$ cat config.mk
export PLATFORM = sky130hd
export DESIGN_NAME = wide_timer_port
export DESIGN_NICKNAME = d
export VERILOG_FILES = /design/src/rtl/wtp_pkg.sv /design/src/rtl/wtp_bus_ctrl.sv /design/src/rtl/wtp_datapath.sv /design/src/rtl/wide_timer_port.sv
export SDC_FILE = /design/constraint.sdc
export NUM_CORES = 1
export LEC_CHECK = 0
export ABC_AREA = 1
export BUFFER_PORTS_ARGS = -buffer_cell sky130_fd_sc_hd__buf_2
export CORE_ASPECT_RATIO = 0.6
export CORE_MARGIN = 8
export CORE_UTILIZATION = 50
export CTS_CLUSTER_SIZE = 12
export DETAILED_ROUTE_END_ITERATION = 7
export GPL_ROUTABILITY_DRIVEN = 0
export PLACE_DENSITY = 0.66
export SETUP_SLACK_MARGIN = 0.4
export SLEW_MARGIN = 20
export SYNTH_ARGS = -nofsm -noshare
export SYNTH_HDL_FRONTEND = slang
export SYNTH_SLANG_ARGS = --single-unit
$ cat constraint.sdc
create_clock -name clk -period 2.4 [get_ports clk]
set_input_delay 0.36 -clock clk [delete_from_list [all_inputs] [get_ports clk]]
set_output_delay 0.36 -clock clk [all_outputs]
set_load 0.005 [all_outputs]
$ cat src/rtl/wtp_pkg.sv
`timescale 1ns/1ps
package wtp_pkg;
  localparam int ADR_W   = 4;
  localparam int NUM_CMP = 2;

  localparam logic [ADR_W-1:0] A_LVL   = 4'h1;
  localparam logic [ADR_W-1:0] A_CNT_H = 4'h2;
  localparam logic [ADR_W-1:0] A_CNT_L = 4'h3;
  localparam logic [ADR_W-1:0] A_CPA_H = 4'h4;
  localparam logic [ADR_W-1:0] A_CPA_L = 4'h5;
  localparam logic [ADR_W-1:0] A_CPB_H = 4'h6;
  localparam logic [ADR_W-1:0] A_CPB_L = 4'h7;
  localparam logic [ADR_W-1:0] A_CAP_H = 4'h8;
  localparam logic [ADR_W-1:0] A_CAP_L = 4'h9;

  typedef enum logic [1:0] {T_CNT = 2'd0, T_CMPA = 2'd1, T_CMPB = 2'd2, T_CAP = 2'd3} tgt_e;

  typedef struct packed {
    logic wrHi;
    logic wrLo;
    logic snapLo;
    logic rdHi;
    logic rdLoLatch;
    logic rdLoDirect;
    logic lvlWr;
    logic lvlRd;
    tgt_e tgt;
  } busStrobe_t;
endpackage

$ cat src/rtl/wtp_bus_ctrl.sv
`timescale 1ns/1ps
module wtp_bus_ctrl
  import wtp_pkg::*;
(
  input  logic [ADR_W-1:0] addr,
  input  logic             wrEn,
  input  logic             rdEn,
  output busStrobe_t       stb
);
  logic hit;
  logic isLo;
  logic viaLatch;
  tgt_e tgt;

  always_comb begin
    hit  = 1'b1;
    isLo = 1'b0;
    tgt  = T_CNT;
    case (addr)
      A_CNT_H: begin tgt = T_CNT;  isLo = 1'b0; end
      A_CNT_L: begin tgt = T_CNT;  isLo = 1'b1; end
      A_CPA_H: begin tgt = T_CMPA; isLo = 1'b0; end
      A_CPA_L: begin tgt = T_CMPA; isLo = 1'b1; end
      A_CPB_H: begin tgt = T_CMPB; isLo = 1'b0; end
      A_CPB_L: begin tgt = T_CMPB; isLo = 1'b1; end
      A_CAP_H: begin tgt = T_CAP;  isLo = 1'b0; end
      A_CAP_L: begin tgt = T_CAP;  isLo = 1'b1; end
      default: hit = 1'b0;
    endcase
  end

  // counter and capture reads go through the latch; compare reads do not
  assign viaLatch = (tgt == T_CNT) || (tgt == T_CAP);

  always_comb begin
    stb     = '0;
    stb.tgt = tgt;
    if (wrEn) begin
      if (addr == A_LVL) begin
        stb.lvlWr = 1'b1;
      end else if (hit) begin
        stb.wrLo = isLo;
        stb.wrHi = !isLo;
      end
    end else if (rdEn) begin
      if (addr == A_LVL) begin
        stb.lvlRd = 1'b1;
      end else if (hit) begin
        stb.rdHi       = !isLo;
        stb.snapLo     = !isLo && viaLatch;
        stb.rdLoLatch  = isLo && viaLatch;
        stb.rdLoDirect = isLo && !viaLatch;
      end
    end
  end
endmodule

$ cat src/rtl/wtp_datapath.sv
`timescale 1ns/1ps
module wtp_datapath
  import wtp_pkg::*;
#(
  parameter  int DATA_W = 8,
  localparam int REG_W  = 2 * DATA_W
) (
  input  logic                            clk,
  input  logic                            rst_n,
  input  busStrobe_t                      stb,
  input  logic [DATA_W-1:0]               wrData,
  input  logic                            tickEn,
  input  logic                            capStrobe,
  output logic [DATA_W-1:0]               rdData,
  output logic [NUM_CMP-1:0]              matchOut,
  output logic [REG_W-1:0]                cntQ,
  output logic [NUM_CMP-1:0][REG_W-1:0]   cmpQ,
  output logic [REG_W-1:0]                capQ,
  output logic [DATA_W-1:0]               latchQ,
  output logic [NUM_CMP-1:0]              lvlQ
);
  logic [REG_W-1:0] selVal;
  logic [REG_W-1:0] newWord;

  assign newWord = {latchQ, wrData};

  always_comb begin
    case (stb.tgt)
      T_CNT:   selVal = cntQ;
      T_CMPA:  selVal = cmpQ[0];
      T_CMPB:  selVal = cmpQ[1];
      default: selVal = capQ;
    endcase
  end

  // shared holding latch
  always_ff @(posedge clk or negedge rst_n) begin
    if (!rst_n)          latchQ <= '0;
    else if (stb.wrHi)   latchQ <= wrData;
    else if (stb.snapLo) latchQ <= selVal[DATA_W-1:0];
  end

  // free-running counter
  always_ff @(posedge clk or negedge rst_n) begin
    if (!rst_n)                         cntQ <= '0;
    else if (stb.wrLo && stb.tgt == T_CNT) cntQ <= newWord;
    else if (tickEn)                    cntQ <= cntQ + 1'b1;
  end

  // capture register, strobe wins over a bus write
  always_ff @(posedge clk or negedge rst_n) begin
    if (!rst_n)                            capQ <= '0;
    else if (capStrobe)                    capQ <= cntQ;
    else if (stb.wrLo && stb.tgt == T_CAP) capQ <= newWord;
  end

  always_ff @(posedge clk or negedge rst_n) begin
    if (!rst_n)         lvlQ <= '0;
    else if (stb.lvlWr) lvlQ <= wrData[NUM_CMP-1:0];
  end

  for (genvar g = 0; g < NUM_CMP; g++) begin : g_cmp
    localparam logic [1:0] MY_T = 2'(g + 1);

    always_ff @(posedge clk or negedge rst_n) begin
      if (!rst_n)                           cmpQ[g] <= '0;
      else if (stb.wrLo && stb.tgt == MY_T) cmpQ[g] <= newWord;
    end

    always_ff @(posedge clk or negedge rst_n) begin
      if (!rst_n)                matchOut[g] <= 1'b0;
      else if (cntQ == cmpQ[g])  matchOut[g] <= lvlQ[g];
    end
  end

  always_comb begin
    rdData = '0;
    if (stb.lvlRd)           rdData = {{(DATA_W-NUM_CMP){1'b0}}, lvlQ};
    else if (stb.rdHi)       rdData = selVal[REG_W-1:DATA_W];
    else if (stb.rdLoLatch)  rdData = latchQ;
    else if (stb.rdLoDirect) rdData = selVal[DATA_W-1:0];
  end
endmodule

$ cat src/rtl/wide_timer_port.sv
`timescale 1ns/1ps
module wide_timer_port
  import wtp_pkg::*;
#(
  parameter  int DATA_W = 8,
  localparam int REG_W  = 2 * DATA_W
) (
  input  logic              clk,
  input  logic              rst_n,
  input  logic              tickEn,
  input  logic [ADR_W-1:0]  addr,
  input  logic              wrEn,
  input  logic              rdEn,
  input  logic [DATA_W-1:0] wrData,
  output logic [DATA_W-1:0] rdData,
  input  logic              capStrobe,
  output logic              matchOutA,
  output logic              matchOutB
);
  busStrobe_t                    stb;
  logic [NUM_CMP-1:0]            matchOut;
  logic [REG_W-1:0]              cntQ;
  logic [NUM_CMP-1:0][REG_W-1:0] cmpQ;
  logic [REG_W-1:0]              capQ;
  logic [DATA_W-1:0]             latchQ;
  logic [NUM_CMP-1:0]            lvlQ;

  wtp_bus_ctrl u_ctrl (
    .addr (addr),
    .wrEn (wrEn),
    .rdEn (rdEn),
    .stb  (stb)
  );

  wtp_datapath #(.DATA_W(DATA_W)) u_dp (
    .clk       (clk),
    .rst_n     (rst_n),
    .stb       (stb),
    .wrData    (wrData),
    .tickEn    (tickEn),
    .capStrobe (capStrobe),
    .rdData    (rdData),
    .matchOut  (matchOut),
    .cntQ      (cntQ),
    .cmpQ      (cmpQ),
    .capQ      (capQ),
    .latchQ    (latchQ),
    .lvlQ      (lvlQ)
  );

  assign matchOutA = matchOut[0];
  assign matchOutB = matchOut[1];
endmodule

==> flow_summary.json, run 1 <==
{
  "setup_tns_ns": 0,
  "tightestPinTransition_ns": 0.591,
  "p_leak_nw": 2.79,
  "areaGrowthSynthToFinish_pct": 15.1,
  "cp.required_ns": 2.04,
  "fmax_mhz": 504,
  "dr_total_vias": 4869,
  "place_hpwl_um": 11200,
  "die_area_mm2": 0.0134,
  "multi_input_area_mm2": 0.00264,
  "pre_cts_ws_ns": 0.249,
  "die_h_um": 92.9,
  "first_iter_violations": 643,
  "n_antenna_cell": 0,
  "syn_inst": 721,
  "insertion_delay_ns": 0.35,
  "nNetsFinal": 762,
  "grt_pass1_wl_um": 24400,
  "die_x_um": 144,
  "synthArstFlopShare_pct": 100,
  "fillCellCount": 900,
  "cts-buffers-inserted": 9,
  "grt.overflow.total": 0,
  "yosysSeqAreaShare_pct": 38.6,
  "hold_violations": 0,
  "routed_via_density": 5.51,
  "grt_max_degree": 41,
  "cts_sinks": 76,
  "seq_area_mm2": 0.00191,
  "syn_area_mm2": 0.00492,
  "power.density_mw_per_mm2": 901,
  "rsz0062_at_grt": "yes",
  "ant_nets": 0,
  "synth_top_area_share_pct": 38.6,
  "syn-num-nets": 740,
  "grtUsageTotal_pct": 24.0,
  "cts.htree.levels": 3,
  "top_usage_layer": "met1",
  "drtPass1Iterations": 5,
  "hold_path.class": "in -> reg",
  "synthFlopType": "dfrtp_1",
  "initial_core_util_pct": 50.7,
  "synth_seq_cells": 76,
  "grt_util_met3_pct": 6.11,
  "yosys_warnings": 0,
  "tritoncts": "yes",
  "outcome": "finished clean",
  "avgSynthCellArea_um2": 6.83,
  "end_kind": "output port",
  "peakVddDrop_v": 0.000569,
  "max-slew-margin-rel_pct": 60.5,
  "cp-start-kind": "input port",
  "first_global_vias": 4481,
  "synth_edf_count": 0,
  "root_buffer": "clkbuf_16",
  "ys_types": 32,
  "total_power_mw": 5.11,
  "yosysMostFrequentCell": "nand2_1",
  "worstSetupPathType": "in -> out",
  "setup_viol": 0,
  "crit_path_max_fanout": 5,
  "fin_crit_ns": 1.98,
  "worst_slack_ns": 0.416,
  "finalClockSkew_ns": 0.00369,
  "fin_util_pct": 58.4,
  "worstPathArrival_ns": 1.62,
  "clock_path_buffers": 2,
  "synth_largest_area_cell": "dfrtp_1",
  "core_mm2": 0.00970,
  "grtUsageMet2_pct": 33.2,
  "pin_count": 28,
  "drive_gt1_share_pct": 14.4,
  "ys_top_cells_by_area": "dfrtp_1, nand2_1, nand3_1, inv_1, nor2_1",
  "io_buffer_count": 27,
  "wl_per_cell_um": 17.5,
  "placementRows": 28,
  "synth_commonest_cells": "nand2_1, nand3_1, dfrtp_1, inv_1, nor2_1",
  "met1_usage_pct": 35.0,
  "antenna_found_initial": 0,
  "timing.final.crit_share_pct": 82.7,
  "cts.clk_slew.worst_paths_ns": 0.06,
  "max_cap_viol_count": 0,
  "drcViolationCount": 0,
  "finalMaxSlewViolations": 0,
  "wl_um": 15400
}
## final timing paths
| path | from | to | slack, ns | cells after the start |
|---|---|---|---|---|
| min in group asynchronous | rst_n | u_dp.cntQ[6] | 0.51 | 2 |
| worst min-delay path | wrData[7] | u_dp.latchQ[7] | 0.25 | 3 |
| worst max register to register | u_dp.cntQ[2] | u_dp.cntQ[9] | 0.62 | 9 |
| max in group asynchronous | rst_n | u_dp.cntQ[0] | 1.28 | 3 |
| worst max-delay path | addr[1] | rdData[0] | 0.42 | 11 |
| worst min register to register | u_dp.matchOut[0] | u_dp.matchOut[0] | 0.47 | 2 |
## metrics by stage
stage / hold slack, ns / cell area [µm²] / instances
floorplan: 0.0644 / 4920 / 721
global placement: 0.358 / 5100 / 852
detailed placement: 0.361 / 5100 / 852
CTS: 0.249 / 5520 / 872
global route: 0.260 / 5670 / 883
finish: 0.253 / 5670 / 883
## cells in the final DEF, fill, tap and decap left out, drive strengths merged
master / instances
xnor2: 18
or2: 8
o21ai: 56
and2: 1
bufinv: 2
inv: 71
nand3: 83
nand4: 21
nor2: 54
a21oi: 13
nand2: 255
xor2: 15
dlygate4sd3: 1
dfrtp: 76
ha: 1
clkbuf: 12
nand3b: 5
nor3: 2
buf: 46
clkinvlp: 5
o211ai: 1
clkinv: 2
## layer usage
layer	part of all wire [%]	wire (µm)
met1	46	7070
met2	42	6450
met3	9.7	1490
met4	2.5	392
met5	0	0
## cells by family (layout without fill, tap and decap cells)
family	count (synthesis)	in the layout	share of synthesized area [%]
adders and majority gates	1	1	0.254
DFF	76	76	38.6
AOI/OAI and AO/OA	69	70	7.24
buffers and inverters	113	139	9.71
xor gates and xnor gates	33	33	5.87
and+or+nand+nor	429	429	38.3
## sequential cells by signal, indices dropped and copies added, names as in the netlist
| signal | count |
|---|---|
| u_dp.lvlQ | 2 |
| u_dp.matchOut | 2 |
| u_dp.latchQ | 8 |
| u_dp.cntQ | 16 |
| u_dp.cmpQ | 32 |
| u_dp.capQ | 16 |
## critical path, stage by stage
cell,delay [ns]
buf_4,0.14
clkinvlp_4,0.15
nand3_4,0.15
buf_6,0.14
buf_4,0.10
nor2_1,0.03
nor2_1,0.13
nand3_1,0.13
nand2_1,0.10
nand4_1,0.07
buf_2,0.13
## power breakdown
group          total, mW  internal [mW]  switching (mW)
clock network       1.51          0.943           0.569
registers           2.17           1.60           0.573
logic               1.42          0.597           0.827
## layout make-up
cell class	instances	area share, %
repair buffers	48	5.76
clock buffers	11	4.28
inverters	74	5.23
well taps	135	2.98
flip-flops and latches	76	33.6
multi-input cells	533	46.6
repair inverters	1	0.0883
clock inverters	5	1.48
## what timing repair did
item                                   in CTS  in global routing
setup endpoints to repair                   8                 11
buffers inserted                            2                 10
pin swaps                                   0                  6
endpoints found under the hold margin      25                  0
hold buffers                                1                  0
gates cloned                                1                  1
resized for setup                          11                 25
No activity file was read; power rests on OpenSTA's default activity.
==> inputs of run 2 (changes only) <==
ABC_AREA = 0   (was 1)
PLACE_DENSITY = 0.67   (was 0.66)
clock period = 1.9 ns   (was 2.4 ns; I/O delays follow)
==> run 2 against run 1 <==
Against the previous run:
- the flow now finishes with violations (negative setup slack)
- combinational power grew 96%
- via count shrank 12%
- sequential share of layout area is 3.0 points lower
- register-to-register slack got worse by 0.56 ns
- total power up 41%
- cell area is 10% higher
- die area shrank 4.8%
- clock skew hardly changed
- clock-buffer cell count stayed put
- critical endpoint unchanged
- largest power group unchanged
==> flow_summary.json, run 2 <==
{
  "drtPass1Iterations": 5,
  "synth_top_area_share_pct": 40.9,
  "dp_cells": 647,
  "io_buffer_count": 27,
  "cts-buffers-inserted": 9,
  "first_global_vias": 4269,
  "nNetsFinal": 588,
  "die_h_um": 90.7,
  "cp.required_ns": 1.62,
  "setup_viol": 7,
  "max-slew-margin-rel_pct": 69.5,
  "placementRows": 27,
  "insertion_delay_ns": 0.34,
  "pin_count": 28,
  "wl_per_cell_um": 21.7,
  "timing.final.crit_share_pct": 104,
  "synth_seq_cells": 76,
  "violations": "negative setup slack",
  "grt_pass1_wl_um": 23600,
  "first_iter_violations": 416,
  "max_cap_viol_count": 0,
  "largest_reg_flops": 32,
  "cp-start-kind": "input port",
  "drive_gt1_share_pct": 41.5,
  "die_x_um": 140,
  "peakVddDrop_v": 0.000539,
  "finalClockSkew_ns": 0.00369,
  "core_mm2": 0.00909,
  "die_area_mm2": 0.0127,
  "grtUsageTotal_pct": 23.6,
  "place_hpwl_um": 10300,
  "yosys_warnings": 0,
  "tritoncts": "yes",
  "wl_um": 15000,
  "worstSetupPathType": "in -> out",
  "antenna_found_initial": 0,
  "seq_area_mm2": 0.00192,
  "crit_path_max_fanout": 6,
  "synthArstFlopShare_pct": 100,
  "initial_core_util_pct": 51.1,
  "syn_area_mm2": 0.00465,
  "drcViolationCount": 0,
  "grt.overflow.total": 0,
  "rsz0062_at_grt": "yes",
  "yosysSeqAreaShare_pct": 40.9,
  "cts.htree.levels": 3,
  "finalMaxSlewViolations": 0,
  "areaGrowthSynthToFinish_pct": 34.6,
  "fmax_mhz": 504,
  "root_buffer": "clkbuf_16",
  "ys_types": 52,
  "fin_crit_ns": 1.98,
  "total_power_mw": 7.22,
  "ant_nets": 0,
  "final_common_cell": "buf_4",
  "yosysMostFrequentCell": "dfrtp_1",
  "end_kind": "output port",
  "outcome": "finished with violations",
  "synth_edf_count": 0,
  "cts_sinks": 76,
  "grt_max_degree": 33,
  "cts.clk_slew.worst_paths_ns": 0.06,
  "hold_violations": 0,
  "p_leak_nw": 2.72,
  "worstPathArrival_ns": 1.70,
  "syn_inst": 478,
  "dr_total_vias": 4289,
  "synth_largest_area_cell": "dfrtp_1",
  "avgSynthCellArea_um2": 9.72,
  "reg_top3": "u_dp.cmpQ (32), u_dp.capQ (16), u_dp.cntQ (16)",
  "synthFlopType": "dfrtp_1",
  "fin_area_mm2": 0.00626,
  "instances_no_fill": 690,
  "synth_commonest_cells": "dfrtp_1, a21oi_1, mux2_2, xor2_1, nand2_1",
  "fillCellCount": 688,
  "worst_slack_ns": -0.0847,
  "placed_cell_area_mm2": 0.00542,
  "n_antenna_cell": 0,
  "syn-num-nets": 497,
  "top_register": "u_dp.cmpQ",
  "power.density_mw_per_mm2": 1150,
  "layout_common_cells": "buf_4, dfrtp_1, xor2_1",
  "clock_path_buffers": 2,
  "hold_path.class": "in -> reg",
  "ys_top_cells_by_area": "dfrtp_1, mux2_2, xor2_1, a21oi_1, mux2i_1",
  "multi_input_area_mm2": 0.00281,
  "tightestPinTransition_ns": 0.458,
  "routed_via_density": 6.22
}
## run 2: changes by cell type after synthesis, sizes merged, moves of 11 or more
cell / change
nor2: -35
mux2: +38
inv: -62
a22o: +13
nand3b: +12
xnor2: -11
a21oi: +27
o21ai: -29
nand4: -14
mux2i: +19
nand3: -76
nand2: -222
xor2: +22
## run 2: cell families after synthesis
family                   share of synthesized area (%)
AO/OA/AOI/OAI                                     17.3
XOR/XNOR                                          8.29
adder cells (fa/ha/maj)                          0.269
buffers and inverters                             5.49
flip-flops                                        40.9
multiplexers                                      13.3
AND/OR/NAND/NOR                                   14.5
## run 2: what timing repair did
item,4_1_cts,5_1_grt
setup endpoints to repair,29,38
pin swaps,15,16
setup buffers,17,8
resized for setup,41,37
hold buffers,1,0
endpoints found under the hold margin,28,0
cloned,1,0
## run 2: layer usage
metal,vias to the layer above,wire length (µm),GRT usage (%)
li1,1900,-,-
met1,2133,6830,33.7
met2,229,6680,34.7
met3,27,1250,5.49
met4,0,217,6.32
met5,-,0,0
## run 2: metrics by stage
stage / worst slack, ns / setup TNS [ns] / utilization, % / hold slack, ns
after floorplan: 0.105 / 0 / - / -0.0106
after global placement: -0.164 / -0.509 / 59.7 / 0.258
after detailed placement: -0.135 / -0.670 / 59.7 / 0.261
after CTS: -0.0823 / -0.358 / 66.3 / 0.231
after global routing: -0.144 / -0.790 / 68.8 / 0.257
final: -0.0847 / -0.327 / 68.8 / 0.237
## run 2: power breakdown
group	switching [mW]	leakage (nW)	internal [mW]
combinational	1.29	1.68	1.50
clock	0.687	0.118	0.887
sequential	0.740	0.916	2.13
## run 2: layout make-up
| cell class | count | share of cell area (%) |
|---|---|---|
| inverter | 10 | 0.600 |
| tap | 116 | 2.32 |
| multi-input combinational | 345 | 45.0 |
| clock inverter | 5 | 0.620 |
| timing repair buffer | 127 | 17.1 |
| clock buffer | 11 | 3.72 |
| sequential | 76 | 30.6 |
## run 2: worst max-delay path, cell delays in order
cell	delay (ns)
buf_6	0.09
or3b_4	0.40
a211oi_4	0.28
buf_6	0.16
buf_16	0.12
o211ai_1	0.09
a21oi_1	0.13
buf_2	0.13
## run 2: final timing paths
path	from	endpoint	slack, ns	cells after the start
max	addr[2]	rdData[0]	-0.08	8
min	wrData[6]	u_dp.latchQ[6]	0.24	3
max reg2reg	u_dp.cntQ[11]	u_dp.matchOut[1]	0.06	5
min reg2reg	u_dp.capQ[13]	u_dp.capQ[13]	0.48	2
max in group asynchronous	rst_n	u_dp.cntQ[9]	0.82	3
min in group asynchronous	rst_n	u_dp.capQ[15]	0.43	2
==> inputs of run 3 (changes only) <==
CELL_PAD_IN_SITES_DETAIL_PLACEMENT = 0   (was not set)
CELL_PAD_IN_SITES_GLOBAL_PLACEMENT = 1   (was not set)
CORE_UTILIZATION = 48   (was 50)
PLACE_DENSITY = 0.79   (was 0.67)
==> run 3 against run 2 <==
Against the previous run:
- the run still ends with negative setup slack left
- sequential share of layout area grew 0.67 points
- combinational power shrank 4%
- total power shrank 1.1%
- global-route usage shrank 0.19 points
- critical path depth shrank 1
- sequential cell count is the same
- clock skew grew 0.00079 ns
- largest power group unchanged
==> flow_summary.json, run 3 (synthesized netlist as in run 2, its figures left out) <==
{
  "outcome": "finished with violations",
  "violations": "negative setup slack",
  "setup_viol": 8,
  "clock_path_buffers": 2,
  "core_mm2": 0.00929,
  "drive_gt1_share_pct": 39.7,
  "cts.htree.levels": 3,
  "first_global_vias": 4051,
  "dr_total_vias": 4137,
  "hold_violations": 0,
  "p_leak_nw": 2.65,
  "swShare_pct": 36.6,
  "root_buffer": "clkbuf_16",
  "fin_crit_ns": 2.01,
  "worst_slack_ns": -0.107,
  "dp_cells": 646,
  "wl_per_cell_um": 21.8,
  "drcViolationCount": 0,
  "fmax_mhz": 498,
  "fillCellCount": 736,
  "path_buf_inv": 3,
  "cts.clk_slew.worst_paths_ns": 0.06,
  "power_frac_comb_pct": 37.5,
  "worstSetupPathType": "in -> out",
  "hold_depth": 3,
  "grt_max_degree": 37,
  "layout_common_cells": "dfrtp_1, buf_4, a21oi_1",
  "peakVddDrop_v": 0.000807,
  "placed_cell_area_mm2": 0.00532,
  "cp_slowest_cell": "or3b_4",
  "rsz0062_at_grt": "yes",
  "io_buffer_count": 27,
  "met1_usage_pct": 35.5,
  "die_x_um": 143,
  "pin_count": 28,
  "drtPass1Iterations": 5,
  "crit_chain": "buf_6 > or3b_4 > a211oi_4 > buf_4 > a21oi_1 > a221oi_2 > buf_2",
  "power.density_mw_per_mm2": 1170,
  "die_area_mm2": 0.0132,
  "finalMaxSlewViolations": 0,
  "grtUsageTotal_pct": 23.4,
  "worstPathArrival_ns": 1.72,
  "grt.overflow.total": 0,
  "ant_nets": 0,
  "instances_no_fill": 692,
  "n_antenna_cell": 0,
  "slowest_delay_ns": 0.42,
  "max-slew-margin-rel_pct": 73.8,
  "pre_cts_ws_ns": -0.189,
  "antenna_found_initial": 0,
  "cts_sinks": 76,
  "grt_util_met3_pct": 5.64,
  "wl_um": 15100,
  "rr_worst_depth": 5,
  "power_switching_mw": 2.61,
  "areaGrowthSynthToFinish_pct": 31.7,
  "hold_path.class": "in -> reg",
  "nNetsFinal": 577,
  "place_hpwl_um": 10500,
  "hold_slack_ns": 0.267,
  "setup_tns_ns": -0.335,
  "path_depth": 7,
  "end_kind": "output port",
  "clkPwrFrac_pct": 22.0,
  "total_power_mw": 7.15,
  "placementRows": 27,
  "finalClockSkew_ns": 0.00448,
  "initial_core_util_pct": 50.0,
  "final_common_cell": "dfrtp_1",
  "seq_power_share_pct": 40.5,
  "insertion_delay_ns": 0.34,
  "max_cap_viol_count": 0,
  "timing.final.crit_share_pct": 106,
  "grtUsageMet2_pct": 32.0,
  "top_usage_layer": "met1",
  "fin_area_mm2": 0.00612,
  "fin_util_pct": 65.9,
  "tightestPinTransition_ns": 0.394,
  "reg_top3": "u_dp.cmpQ (32), u_dp.capQ (16), u_dp.cntQ (16)",
  "cp.required_ns": 1.62,
  "top_register": "u_dp.cmpQ",
  "grt_pass1_wl_um": 23500,
  "cts-buffers-inserted": 9,
  "crit_path_max_fanout": 2,
  "p_int_mw": 4.53,
  "first_iter_violations": 388,
  "critical_path.top_delay_family": "compound AO/OA/AOI/OAI gates",
  "die_h_um": 92.2,
  "tritoncts": "yes",
  "routed_via_density": 5.98,
  "largest_reg_flops": 32,
  "cp-start-kind": "input port"
}
==> run 3: cell types whose count changed in the layout (fill, tap and decap cells not counted), moves of 3 or more <==
| cell | previous run | this run |
|---|---|---|
| a21oi_1 | 31 | 35 |
| a22oi_1 | 1 | 5 |
| nor4_2 | 0 | 7 |
| nor4_4 | 3 | 0 |
| a22oi_2 | 4 | 0 |
| buf_6 | 17 | 23 |
| buf_4 | 77 | 61 |
| clkinvlp_4 | 4 | 1 |
| nor4_1 | 7 | 3 |
==> run 3: final cells by class <==
type,instances,area (µm²),share of cell area (%)
clock buffers,11,243,3.96
clock inverters,4,26.3,0.429
inverters,10,37.5,0.613
multi-input cells,345,2760,45.0
flip-flops and latches,76,1920,31.3
well taps,130,163,2.66
repair buffers,116,980,16.0
==> run 3: timing repair <==
item                       in CTS  in global routing
pin swaps                      14                 14
gates resized for setup        41                 31
hold buffers                    1                  0
setup endpoints to repair      38                 39
buffers inserted               15                 14
hold endpoints to repair       22                  0
gates cloned                    1                  0
==> run 3: power by group through the flow <==
stage          registers [mW]  logic, mW  clock network [mW]
3_3_place_gp             2.86       1.94                   0
3_5_place_dp             2.87       1.99                   0
6_report                 2.89       2.68                1.57
5_1_grt                  2.95       2.92                1.66
4_1_cts                  2.85       2.26                1.60
2_1_floorplan            2.39       1.76                   0
==> run 3: worst reg2reg max path, stage by stage, from the launching register on <==
cell and delay (ns):
dfrtp_2 0.49, buf_6 0.15, xor2_1 0.14, nor4_1 0.29
nand4_1 0.22, mux2_4 0.35
==> run 3: worst paths after layout <==
check                                   from                to  slack [ns]
worst max-delay path                 addr[1]         rdData[5]       -0.11
worst min-delay path               wrData[4]      u_dp.cntQ[4]        0.27
worst max register to register  u_dp.cntQ[7]  u_dp.matchOut[1]        0.14
worst min register to register  u_dp.capQ[8]      u_dp.capQ[8]        0.47
max in group asynchronous              rst_n      u_dp.cntQ[0]        0.91
min in group asynchronous              rst_n     u_dp.cntQ[14]        0.40
==> run 3: per-layer routing <==
layer	wire (µm)	part of all wire, %
met5	0	0
met4	204	1.4
met3	1440	9.6
met2	6150	41
met1	7270	48
